### src/rtl/rtc_cal_pkg.sv
package rtc_cal_pkg;

    typedef struct packed {
        logic [2:0] pad;
        logic [3:0] mon;
        logic [4:0] mday;
        logic [2:0] wday;
        logic [4:0] hour;
        logic [5:0] min;
        logic [5:0] sec;
    } cal_time_t;

    localparam int ADDR_W   = 6;
    localparam int DATA_W   = 32;
    localparam int YEAR_W   = 16;
    localparam int RUN_BIT  = 26;

    localparam logic [ADDR_W-1:0] OFS_TIME   = 6'h00;
    localparam logic [ADDR_W-1:0] OFS_TMATCH = 6'h04;
    localparam logic [ADDR_W-1:0] OFS_TLOAD  = 6'h08;
    localparam logic [ADDR_W-1:0] OFS_CTRL   = 6'h0C;
    localparam logic [ADDR_W-1:0] OFS_MASK   = 6'h10;
    localparam logic [ADDR_W-1:0] OFS_RAW    = 6'h14;
    localparam logic [ADDR_W-1:0] OFS_MASKED = 6'h18;
    localparam logic [ADDR_W-1:0] OFS_CLEAR  = 6'h1C;
    localparam logic [ADDR_W-1:0] OFS_YEAR   = 6'h30;
    localparam logic [ADDR_W-1:0] OFS_YMATCH = 6'h34;
    localparam logic [ADDR_W-1:0] OFS_YLOAD  = 6'h38;

    localparam cal_time_t RESET_TIME = '{pad: 3'd0, mon: 4'd1, mday: 5'd1,
                                         wday: 3'd7, hour: 5'd0, min: 6'd0,
                                         sec: 6'd0};
    localparam logic [YEAR_W-1:0] RESET_YEAR = 16'h2000;

    typedef enum logic [3:0] {
        SEL_TIME, SEL_TMATCH, SEL_TLOAD, SEL_CTRL, SEL_MASK, SEL_RAW,
        SEL_MASKED, SEL_CLEAR, SEL_YEAR, SEL_YMATCH, SEL_YLOAD, SEL_NONE
    } reg_sel_e;

    function automatic reg_sel_e decode_offset(input logic [ADDR_W-1:0] a);
        case (a)
            OFS_TIME:   return SEL_TIME;
            OFS_TMATCH: return SEL_TMATCH;
            OFS_TLOAD:  return SEL_TLOAD;
            OFS_CTRL:   return SEL_CTRL;
            OFS_MASK:   return SEL_MASK;
            OFS_RAW:    return SEL_RAW;
            OFS_MASKED: return SEL_MASKED;
            OFS_CLEAR:  return SEL_CLEAR;
            OFS_YEAR:   return SEL_YEAR;
            OFS_YMATCH: return SEL_YMATCH;
            OFS_YLOAD:  return SEL_YLOAD;
            default:    return SEL_NONE;
        endcase
    endfunction

    // Two BCD digits to binary 0..99
    function automatic logic [6:0] bcd_pair_to_bin(input logic [7:0] b);
        return 7'(b[7:4]) * 7'd10 + 7'(b[3:0]);
    endfunction

    // Leap rule on a BCD year: century years need century % 4 == 0
    function automatic logic leap_of_bcd(input logic [YEAR_W-1:0] y);
        logic [6:0] low2;
        logic [6:0] cent;
        low2 = bcd_pair_to_bin(y[7:0]);
        cent = bcd_pair_to_bin(y[15:8]);
        if (low2 == 7'd0)
            return cent[1:0] == 2'd0;
        return low2[1:0] == 2'd0;
    endfunction

    function automatic logic [4:0] month_length(input logic [3:0] mon,
                                                input logic leap);
        case (mon)
            4'd2:                    return leap ? 5'd29 : 5'd28;
            4'd4, 4'd6, 4'd9, 4'd11: return 5'd30;
            default:                 return 5'd31;
        endcase
    endfunction

    // Four-digit BCD increment, 9999 wraps to 0000
    function automatic logic [YEAR_W-1:0] bcd_year_step(input logic [YEAR_W-1:0] y);
        logic [YEAR_W-1:0] r;
        logic              c;
        r = y;
        c = 1'b1;
        for (int i = 0; i < YEAR_W/4; i++) begin
            if (c) begin
                if (r[i*4 +: 4] >= 4'd9) begin
                    r[i*4 +: 4] = 4'd0;
                end else begin
                    r[i*4 +: 4] = r[i*4 +: 4] + 4'd1;
                    c = 1'b0;
                end
            end
        end
        return r;
    endfunction

endpackage

### src/rtl/rtc_cal_prescaler.sv
module rtc_cal_prescaler #(
    parameter int TICKS_PER_SEC = 32768
) (
    input  logic clk,
    input  logic rst,
    input  logic run,
    input  logic restart,
    output logic tick
);
    localparam int CNT_W = (TICKS_PER_SEC > 1) ? $clog2(TICKS_PER_SEC) : 1;
    localparam logic [CNT_W-1:0] LAST = CNT_W'(TICKS_PER_SEC - 1);

    generate
        if (TICKS_PER_SEC <= 1) begin : g_direct
            assign tick = run && !restart;
        end else begin : g_count
            logic [CNT_W-1:0] cnt_q;
            always_ff @(posedge clk) begin
                if (rst || restart) begin
                    cnt_q <= '0;
                end else if (run) begin
                    if (cnt_q == LAST)
                        cnt_q <= '0;
                    else
                        cnt_q <= cnt_q + 1'b1;
                end
            end
            assign tick = run && !restart && (cnt_q == LAST);
        end
    endgenerate
endmodule

### src/rtl/rtc_cal_counter.sv
module rtc_cal_counter
    import rtc_cal_pkg::*;
(
    input  logic              clk,
    input  logic              rst,
    input  logic              tick,
    input  logic              load_time,
    input  logic              load_year,
    input  cal_time_t         time_in,
    input  logic [YEAR_W-1:0] year_in,
    output cal_time_t         time_o,
    output logic [YEAR_W-1:0] year_o
);
    cal_time_t         time_q, time_nx;
    logic [YEAR_W-1:0] year_q, year_nx;
    logic [4:0]        last_day;

    always_comb begin
        time_nx  = time_q;
        year_nx  = year_q;
        last_day = month_length(time_q.mon, leap_of_bcd(year_q));
        if (time_q.sec >= 6'd59) begin
            time_nx.sec = 6'd0;
            if (time_q.min >= 6'd59) begin
                time_nx.min = 6'd0;
                if (time_q.hour >= 5'd23) begin
                    time_nx.hour = 5'd0;
                    time_nx.wday = (time_q.wday >= 3'd7) ? 3'd1 : time_q.wday + 3'd1;
                    if (time_q.mday >= last_day) begin
                        time_nx.mday = 5'd1;
                        if (time_q.mon >= 4'd12) begin
                            time_nx.mon = 4'd1;
                            year_nx     = bcd_year_step(year_q);
                        end else begin
                            time_nx.mon = time_q.mon + 4'd1;
                        end
                    end else begin
                        time_nx.mday = time_q.mday + 5'd1;
                    end
                end else begin
                    time_nx.hour = time_q.hour + 5'd1;
                end
            end else begin
                time_nx.min = time_q.min + 6'd1;
            end
        end else begin
            time_nx.sec = time_q.sec + 6'd1;
        end
    end

    always_ff @(posedge clk) begin
        if (rst) begin
            time_q <= RESET_TIME;
            year_q <= RESET_YEAR;
        end else begin
            if (load_time) begin
                time_q     <= time_in;
                time_q.pad <= 3'd0;
            end else if (tick) begin
                time_q <= time_nx;
            end
            if (load_year)
                year_q <= year_in;
            else if (tick)
                year_q <= year_nx;
        end
    end

    assign time_o = time_q;
    assign year_o = year_q;
endmodule

### src/rtl/rtc_cal_alarm.sv
module rtc_cal_alarm
    import rtc_cal_pkg::*;
(
    input  logic              clk,
    input  logic              rst,
    input  cal_time_t         time_now,
    input  logic [YEAR_W-1:0] year_now,
    input  logic              wr_tmatch,
    input  logic              wr_ymatch,
    input  logic              wr_mask,
    input  logic              wr_clear,
    input  logic [DATA_W-1:0] wdata,
    output logic [DATA_W-1:0] tmatch_o,
    output logic [YEAR_W-1:0] ymatch_o,
    output logic              mask_o,
    output logic              raw_o
);
    logic [DATA_W-1:0] tmatch_q;
    logic [YEAR_W-1:0] ymatch_q;
    logic              mask_q, raw_q, hit, drop;

    assign hit  = (DATA_W'(time_now) == tmatch_q) && (year_now == ymatch_q);
    assign drop = wr_clear && wdata[0];

    always_ff @(posedge clk) begin
        if (rst) begin
            tmatch_q <= '0;
            ymatch_q <= '0;
            mask_q   <= 1'b0;
            raw_q    <= 1'b0;
        end else begin
            if (wr_tmatch) tmatch_q <= wdata;
            if (wr_ymatch) ymatch_q <= wdata[YEAR_W-1:0];
            if (wr_mask)   mask_q   <= wdata[0];
            raw_q <= (raw_q && !drop) || hit;
        end
    end

    assign tmatch_o = tmatch_q;
    assign ymatch_o = ymatch_q;
    assign mask_o   = mask_q;
    assign raw_o    = raw_q;
endmodule

### src/rtl/rtc_cal_top.sv
module rtc_cal_top
    import rtc_cal_pkg::*;
#(
    parameter int TICKS_PER_SEC = 32768
) (
    input  logic        clk,
    input  logic        rst,
    input  logic        bus_wr,
    input  logic [5:0]  bus_addr,
    input  logic [31:0] bus_wdata,
    output logic [31:0] bus_rdata,
    output logic        irq
);
    reg_sel_e          sel;
    logic              wr_tload, wr_yload, wr_ctrl, load_any, tick, run_q;
    logic [DATA_W-1:0] tload_q;
    logic [YEAR_W-1:0] yload_q;
    cal_time_t         time_q;
    logic [YEAR_W-1:0] year_q;
    logic [DATA_W-1:0] tmatch_q;
    logic [YEAR_W-1:0] ymatch_q;
    logic              mask_q, raw_q, clr_wr;

    assign sel      = decode_offset(bus_addr);
    assign wr_tload = bus_wr && (sel == SEL_TLOAD);
    assign wr_yload = bus_wr && (sel == SEL_YLOAD);
    assign wr_ctrl  = bus_wr && (sel == SEL_CTRL);
    assign clr_wr   = bus_wr && (sel == SEL_CLEAR);
    assign load_any = wr_tload || wr_yload;

    always_ff @(posedge clk) begin
        if (rst) begin
            run_q   <= 1'b0;
            tload_q <= '0;
            yload_q <= '0;
        end else begin
            if (wr_ctrl)  run_q   <= bus_wdata[RUN_BIT];
            if (wr_tload) tload_q <= bus_wdata;
            if (wr_yload) yload_q <= bus_wdata[YEAR_W-1:0];
        end
    end

    rtc_cal_prescaler #(.TICKS_PER_SEC(TICKS_PER_SEC)) u_presc (
        .clk     (clk),
        .rst     (rst),
        .run     (run_q),
        .restart (load_any),
        .tick    (tick)
    );

    rtc_cal_counter u_cnt (
        .clk       (clk),
        .rst       (rst),
        .tick      (tick),
        .load_time (wr_tload),
        .load_year (wr_yload),
        .time_in   (cal_time_t'(bus_wdata)),
        .year_in   (bus_wdata[YEAR_W-1:0]),
        .time_o    (time_q),
        .year_o    (year_q)
    );

    rtc_cal_alarm u_alarm (
        .clk       (clk),
        .rst       (rst),
        .time_now  (time_q),
        .year_now  (year_q),
        .wr_tmatch (bus_wr && (sel == SEL_TMATCH)),
        .wr_ymatch (bus_wr && (sel == SEL_YMATCH)),
        .wr_mask   (bus_wr && (sel == SEL_MASK)),
        .wr_clear  (clr_wr),
        .wdata     (bus_wdata),
        .tmatch_o  (tmatch_q),
        .ymatch_o  (ymatch_q),
        .mask_o    (mask_q),
        .raw_o     (raw_q)
    );

    always_comb begin
        bus_rdata = '0;
        case (sel)
            SEL_TIME:   bus_rdata = DATA_W'(time_q);
            SEL_TMATCH: bus_rdata = tmatch_q;
            SEL_TLOAD:  bus_rdata = tload_q;
            SEL_CTRL:   bus_rdata[RUN_BIT] = run_q;
            SEL_MASK:   bus_rdata[0] = mask_q;
            SEL_RAW:    bus_rdata[0] = raw_q;
            SEL_MASKED: bus_rdata[0] = raw_q && mask_q;
            SEL_YEAR:   bus_rdata = DATA_W'(year_q);
            SEL_YMATCH: bus_rdata = DATA_W'(ymatch_q);
            SEL_YLOAD:  bus_rdata = DATA_W'(yload_q);
            default:    bus_rdata = '0;
        endcase
    end

    assign irq = raw_q && mask_q;
endmodule

### config.mk
export PLATFORM = sky130hd
export DESIGN_NAME = rtc_cal_top
export DESIGN_NICKNAME = d
export VERILOG_FILES = /design/src/rtl/rtc_cal_pkg.sv /design/src/rtl/rtc_cal_prescaler.sv /design/src/rtl/rtc_cal_counter.sv /design/src/rtl/rtc_cal_alarm.sv /design/src/rtl/rtc_cal_top.sv
export SDC_FILE = /design/constraint.sdc
export NUM_CORES = 1
export LEC_CHECK = 0
export ABC_CLOCK_PERIOD_IN_PS = 5180
export BUFFER_PORTS_ARGS = -buffer_cell sky130_fd_sc_hd__clkbuf_2
export CAP_MARGIN = 0
export CORE_MARGIN = 10
export CORE_UTILIZATION = 40
export CTS_CLUSTER_SIZE = 16
export DETAILED_ROUTE_END_ITERATION = 7
export PLACE_DENSITY_LB_ADDON = 0.15
export SYNTH_ARGS = -nofsm -noshare
export SYNTH_HDL_FRONTEND = slang
export SYNTH_HIERARCHICAL = 1
export SYNTH_SLANG_ARGS = --single-unit
### constraint.sdc
create_clock -name clk -period 5.18 [get_ports clk]
set_clock_uncertainty 0.1 [all_clocks]
set_input_delay 0.518 -clock clk [delete_from_list [all_inputs] [get_ports clk]]
set_output_delay 0.518 -clock clk [all_outputs]
set_load 0.05 [all_outputs]
==> flow_summary.ini, run 1 <==
[outcome]
status = complete, no violations

[hold_path]
min_path_type = in -> reg

[global_routing]
use_met1_pct = 28.2
use_met2_pct = 33.3
grt_pass1_vias = 7898
gr-usage-met3_pct = 3.66
grt_usage_pct = 20.7
grt_pass1_wl_mm = 47.0
busiest_layer = met2
grt_max_degree = 80
grt.overflow.total = 0
grt_antenna_before_repair = 0

[floorplan]
core_area_sq_um = 22500
io_pins = 74
rows = 55
die_w_microns = 171
dieArea_sq_um = 29200
die_height_microns = 171
start_util_pct = 40.4

[yosys]
ys_ff_latch = 159
synthArstFlopShare_pct = 0
synth_common_cells = dfxtp_1 (159), nand2_1 (151), nor2_1 (140)
synth.most_common_cell = dfxtp_1
synth_ff_type = dfxtp_1
yosys.area_share.simple_pct = 22.3
synth_fa_ha_area_share_pct = 4.70
synth_top_family_by_area = simple AND/OR/NAND/NOR gates
synth_compound_area_share_pct = 17.9
avgSynthCellArea_sq_um = 8.10
syn_area_sq_um = 9100
ys_seq_area_share_pct = 35.0
synthMuxAreaShare_pct = 9.12
yosys_warnings = 6
netlist.top_cell.by_area = dfxtp_1
ys_types = 74
yosysTopAreaCellShare_pct = 35.0
synth-edff-count = 0
syn_inst = 1123
synth_xor_area_share_pct = 6.35
synthTopCellsByArea = dfxtp_1 (35%), mux2i_1 (8.3%), nand2_1 (6.2%)

[run]
drv_cap = 0

[timing]
finalHoldViolCount = 0
setup_viol = 0
max_freq_mhz = 234
slew_viol_final = 0
setup-tns-final_ns = 0
maxSlewHeadroom_pct = 31.0
worst_pin_slew_ns = 1.03
whs_ns = 0.215
grt_setup_unrepaired = no
period_needed_ns = 4.27
period_share_pct = 82.5

[setup_path]
r2r_start = u_cnt/year_o[4]
crit_start = u_cnt/year_o[4]
required_ns = 5.42
reg2reg_depth = 15
max_stage_delay_ns = 0.66
worstSetupStartpointType = flop
r2r-end = u_cnt/year_o[7]
endpoint = u_cnt/year_o[7]
path_max_fanout = 9
reg2reg_slack_ns = 0.91
end_kind = flop
crit_path_frequent_cell = ha_1
critPathKind = reg -> reg
crit_chain = ha_1 > ha_1 > inv_1 > fa_1 > xnor2_1 > nor3b_1 > mux2i_1 > o21ai_0 > a21oi_1 > ha_1 > nand2b_1 > a21oi_1 > or4_1 > or4_1 > a311oi_1
cp_data_arrival_time_ns = 4.52
cpMaxStageDelayCell = or4_1

[clock_tree]
cts_tree = yes
htreeDepth = 4
root_buffer = clkbuf_16
cts_setup_buffers = 0
cts_buffers = 17
holdBufCountCts = 0
cts.sinks = 159
clock_latency_ns = 0.43
cts_max_path_buffers = 2
cts_resized = 0
clk_pin_slew_ns = 0.07

[pwr]
power_frac_seq_pct = 44.6
vdd_drop_max_v = 0.000166
powerDensity_nw_per_um2 = 268
comb_power_share_pct = 5.0
finalPower_uw = 2760
p_sw_share_pct = 24.0
leakagePower_uw = 0.00395
power.internal_uw = 2100
p_clk_share_pct = 50.3
p_sw_uw = 663

[drt]
firstDrtPassIters = 5
drt_iter0_drc = 655
drc = 0
avgViaCountPerCell = 5.71
vias = 8371
wl_per_cell_microns = 20.8
routed_wl_mm = 30.5
ant_nets = 0

[cells_and_area]
drive_gt1_share_pct = 13.0
fin_cells = 1466
area_delta_synth_final_pct = 13.4
nets = 1242
final_util_pct = 45.8
antenna_cells = 0

[placed_design]
portBuffers = 73
placed_cells = 1434
hpwlAfterDp_mm = 20.8
routabilityCongestion = 0.894
==> registers in the layout, indices dropped and copies added, names as in the netlist <==
signal / count
yload_q: 16
u_alarm/tmatch_o: 32
u_cnt/year_o: 16
run_q: 1
u_presc/g_count.cnt_q: 15
u_alarm/ymatch_o: 16
tload_q: 32
u_alarm/mask_o: 1
u_cnt/time_o: 29
u_alarm/raw_o: 1
==> layer usage <==
metal	routed length, microns	vias up	share of wire (%)
met3	1750	19	5.7
met1	14100	4031	46
met2	14400	248	47
met5	0	-	0
li1	-	4073	-
met4	279	0	0.91
==> cell families after synthesis <==
logic type                 Yosys count
AOI/OAI and AO/OA                  249
xor gates and xnor gates            66
adders and majority gates           33
buffers and inverters               96
DFF                                159
muxes                               82
other                                1
and+or+nand+nor                    437
==> worst max-delay path, delay by kind of cell, from the launching register on <==
family | cells | cell delay, ns
and+or+nand+nor | 4 | 1.56
adders and majority gates | 4 | 1.01
AOI/OAI and AO/OA | 4 | 0.66
DFF | 1 | 0.55
xor gates and xnor gates | 1 | 0.15
muxes | 1 | 0.12
buffers and inverters | 1 | 0.04
==> power groups by stage <==
| stage | logic [uW] | registers (uW) | clock network [uW] |
|---|---|---|---|
| after CTS | 139 | 1230 | 1410 |
| after global routing | 150 | 1230 | 1460 |
| final | 139 | 1230 | 1390 |
| after floorplan | 74.2 | 1260 | 0 |
| after global placement | 138 | 1260 | 0 |
| after detailed placement | 138 | 1260 | 0 |
==> placed cells by master, fill, tap and decap left out, types with 17 or more instances in the layout <==
cell type,Yosys,final
ha_1,31,31
buf_4,7,19
xnor2_1,33,33
inv_1,26,26
dfxtp_1,159,159
mux2i_1,75,75
xor2_1,33,33
nand3_1,37,37
nor2_1,140,140
nand2_1,151,151
a21oi_1,89,89
o21ai_0,37,37
a22oi_1,34,34
nor3_1,23,22
clkbuf_16,0,17
clkbuf_2,0,72
==> metrics by stage <==
stage / setup slack, ns / area, sq um
floorplan: 1.31 / 9100
global placement: 1.10 / 9680
detailed placement: 0.941 / 9680
CTS: 0.936 / 10300
global route: 0.578 / 10300
finish: 0.905 / 10300
==> area by class of cell <==
type                            count  area [sq um]
Sequential cell                   159          3180
Inverter                           28           105
Timing Repair Buffer               92           523
Tap cell                          285           357
Clock buffer                       19           453
Clock inverter                     13           184
Multi-Input combinational cell    870          5510
Fill cell                        2260         12200
==> worst min path at each step <==
stage / startpoint / endpoint / slack, ns / depth (start not counted)
final: bus_wdata[29] / tload_q[29] / 0.21 / 3
after global routing: bus_wdata[30] / tload_q[30] / 0.23 / 3
after CTS: bus_wdata[29] / tload_q[29] / 0.21 / 3
after detailed placement: yload_q[8] / yload_q[8] / 0.35 / 2
after global placement: tload_q[25] / tload_q[25] / 0.34 / 2
after floorplan: tload_q[0] / tload_q[0] / 0.34 / 2
Power figures use the tool's default switching activity.
==> inputs of run 2 (changes only) <==
--- a/config.mk
+++ b/config.mk
@@ -5,7 +5,8 @@
 export SDC_FILE = /design/constraint.sdc
 export NUM_CORES = 1
 export LEC_CHECK = 0
-export ABC_CLOCK_PERIOD_IN_PS = 5180
+export ABC_AREA = 1
+export ABC_CLOCK_PERIOD_IN_PS = 4200
 export BUFFER_PORTS_ARGS = -buffer_cell sky130_fd_sc_hd__clkbuf_2
 export CAP_MARGIN = 0
 export CORE_MARGIN = 10
==> constraint.sdc (replaced) <==
create_clock -name clk -period 4.2 [get_ports clk]
set_clock_uncertainty 0.1 [all_clocks]
set_input_delay 0.42 -clock clk [delete_from_list [all_inputs] [get_ports clk]]
set_output_delay 0.42 -clock clk [all_outputs]
set_load 0.05 [all_outputs]
==> run 2 against run 1 <==
Compared with the run above:
- global-route usage is 2.4 points lower
- critical path depth is 4 higher
- critical endpoint is now u_cnt/year_o[0]
- sequential power is 24% higher
- combinational power is 13% higher
- worst hold slack worse by 0.068 ns
- clock power is 6% higher
- die area is 9.6% higher
- synthesized cell count is 42% higher
- highest routed layer unchanged
- final cell count is 35% higher
- count of clock-buffer cells in the layout stayed put
==> flow_summary.ini, run 2 <==
[outcome]
status = complete, no violations

[setup_path]
crit_chain = ha_1 > ha_1 > inv_1 > fa_1 > inv_1 > nor2_1 > nand2_1 > nand2_1 > nand3_1 > nand2_1 > a21oi_1 > ha_1 > o21ai_0 > nand2_1 > nand3_1 > nand2_2 > nand2_1 > nand2_1 > a21oi_1
cp_top_family = adder cells
cp_num_cells = 19
worstSetupStartpointType = flop
required_ns = 4.45
cp_data_arrival_time_ns = 3.73
critPathKind = reg -> reg
path_buf_inv = 2
end_kind = flop
path_max_fanout = 18
reg2reg_depth = 19
max_stage_delay_ns = 0.50
cpMaxStageDelayCell = dfxtp_1
crit_path_frequent_cell = nand2_1

[drt]
wl_met3_mm = 1.12
dr.max_layer_used = met4
vias = 9548
drc = 0
routed_wl_mm = 29.0
wl_per_cell_microns = 14.6
drt_iter0_drc = 779
avgViaCountPerCell = 4.81
wl_met1_mm = 14.4
ant_nets = 0
wl_met2_mm = 13.1
firstDrtPassIters = 8

[yosys]
synth.most_common_cell = nand2_1
ys_seq_area_share_pct = 31.6
synthArstFlopShare_pct = 0
avgSynthCellArea_sq_um = 6.33
syn_area_sq_um = 10100
yosys_warnings = 6
ys_types = 51
netlist.top_cell.by_area = dfxtp_1
synth_common_cells = nand2_1 (513), nor2_1 (253), inv_1 (182)
synth_ff_type = dfxtp_1
yosysTopAreaCellShare_pct = 31.6
syn_inst = 1594
synth-edff-count = 0
synthTopCellsByArea = dfxtp_1 (32%), nand2_1 (19%), nor2_1 (9.4%)
ys_ff_latch = 159

[clock_tree]
holdBufCountCts = 0
cts_resized = 0
clk_pin_slew_ns = 0.07
cts_tree = yes
cts_buffers = 17
cts_setup_buffers = 0
clock_latency_ns = 0.43
htreeDepth = 4
cts_max_path_buffers = 2
cts.sinks = 159
root_buffer = clkbuf_16

[cells_and_area]
antenna_cells = 0
nets = 1715
area_delta_synth_final_pct = 10.7
final_cell_mix = nand2_1 (513), nor2_1 (252), inv_1 (181)
stdcell_area_sq_um = 11200
drive_gt1_share_pct = 11.7
layout_commonest_cell = nand2_1

[floorplan]
start_util_pct = 40.4
die_w_microns = 179
die_height_microns = 179
io_pins = 74
core_area_sq_um = 25000
rows = 58
dieArea_sq_um = 32000

[global_routing]
grt_max_degree = 64
grt_usage_pct = 18.3
grt_pass1_wl_mm = 47.1
grt_pass1_vias = 8990
grt.overflow.total = 0
grt_antenna_before_repair = 0

[placed_design]
hpwlAfterDp_mm = 20.4
routabilityCongestion = 0.864
place_area_sq_um = 10600
portBuffers = 73

[timing]
period_needed_ns = 3.48
grt_setup_unrepaired = no
maxSlewHeadroom_pct = 27.2
worst_pin_slew_ns = 1.09
setup_viol = 0
max_freq_mhz = 287
finalHoldViolCount = 0
setup-tns-final_ns = 0
whs_ns = 0.147
period_share_pct = 82.9
slew_viol_final = 0

[hold_path]
min_path_type = in -> reg
hold_depth = 3

[pwr]
vdd_drop_max_v = 0.000214
leakagePower_uw = 0.00491
powerDensity_nw_per_um2 = 282

[run]
drv_cap = 0
## run 2: cell types whose count changed after synthesis, sizes merged, moves of 13 or more
| cell | change |
|---|---|
| nor4 | -13 |
| inv | +171 |
| xor2 | -21 |
| buf | +20 |
| nand2 | +380 |
| nor3 | -19 |
| nand3 | +46 |
| a22oi | -30 |
| mux2i | -75 |
| nor2 | +131 |
| clkbuf | -29 |
## run 2: metal layers
metal / vias up / global-route usage, %
li1: 5020 / -
met1: 4337 / 25.1
met2: 167 / 29.2
met3: 24 / 3.14
met4: 0 / 4.68
met5: - / 0
## run 2: final timing paths
| path | startpoint | endpoint | slack, ns |
|---|---|---|---|
| max | u_cnt/year_o[7] | u_cnt/year_o[0] | 0.72 |
| min | bus_wdata[30] | u_alarm/tmatch_o[30] | 0.15 |
| max reg2reg | u_cnt/year_o[7] | u_cnt/year_o[0] | 0.72 |
| min reg2reg | tload_q[29] | tload_q[29] | 0.38 |
## run 2: cell families after synthesis
group / synth area share (%)
buffers and inverters: 11.0
adders and majority gates: 4.24
AOI/OAI and AO/OA: 9.33
DFF: 31.6
and+or+nand+nor: 39.0
other: 0.0372
xor gates and xnor gates: 4.78
## run 2: power by group
part / internal (uW) / leakage, uW / switching (uW)
Combinational: 41.4 / 0.00338 / 116
Sequential: 1510 / 0.00128 / 5.10
Clock: 782 / 0.000253 / 697
## run 2: through the flow
stage	power [uW]	worst slack (ns)	util, %	cells
6_report	3150	0.718	44.7	1984
5_1_grt	3280	0.430	44.7	1984
4_1_cts	3200	0.756	44.7	1984
3_5_place_dp	1710	0.785	42.5	1952
3_3_place_gp	1710	0.880	42.5	1952
2_1_floorplan	1640	1.28	-	1596
## run 2: worst min-delay path: cells and delay by family
kind	cells	cell delay, ns
buf+inv	1	0.09
compound gates	1	0.06
simple gates	1	0.06
## run 2: area by class of cell
cell class / instances / area (sq um)
fillers: 2743 / 13800
multi-input cells: 1179 / 5820
flip-flops and latches: 159 / 3180
inverters: 199 / 749
repair buffers: 85 / 455
clock buffers: 19 / 443
well taps: 330 / 413
clock inverters: 13 / 104
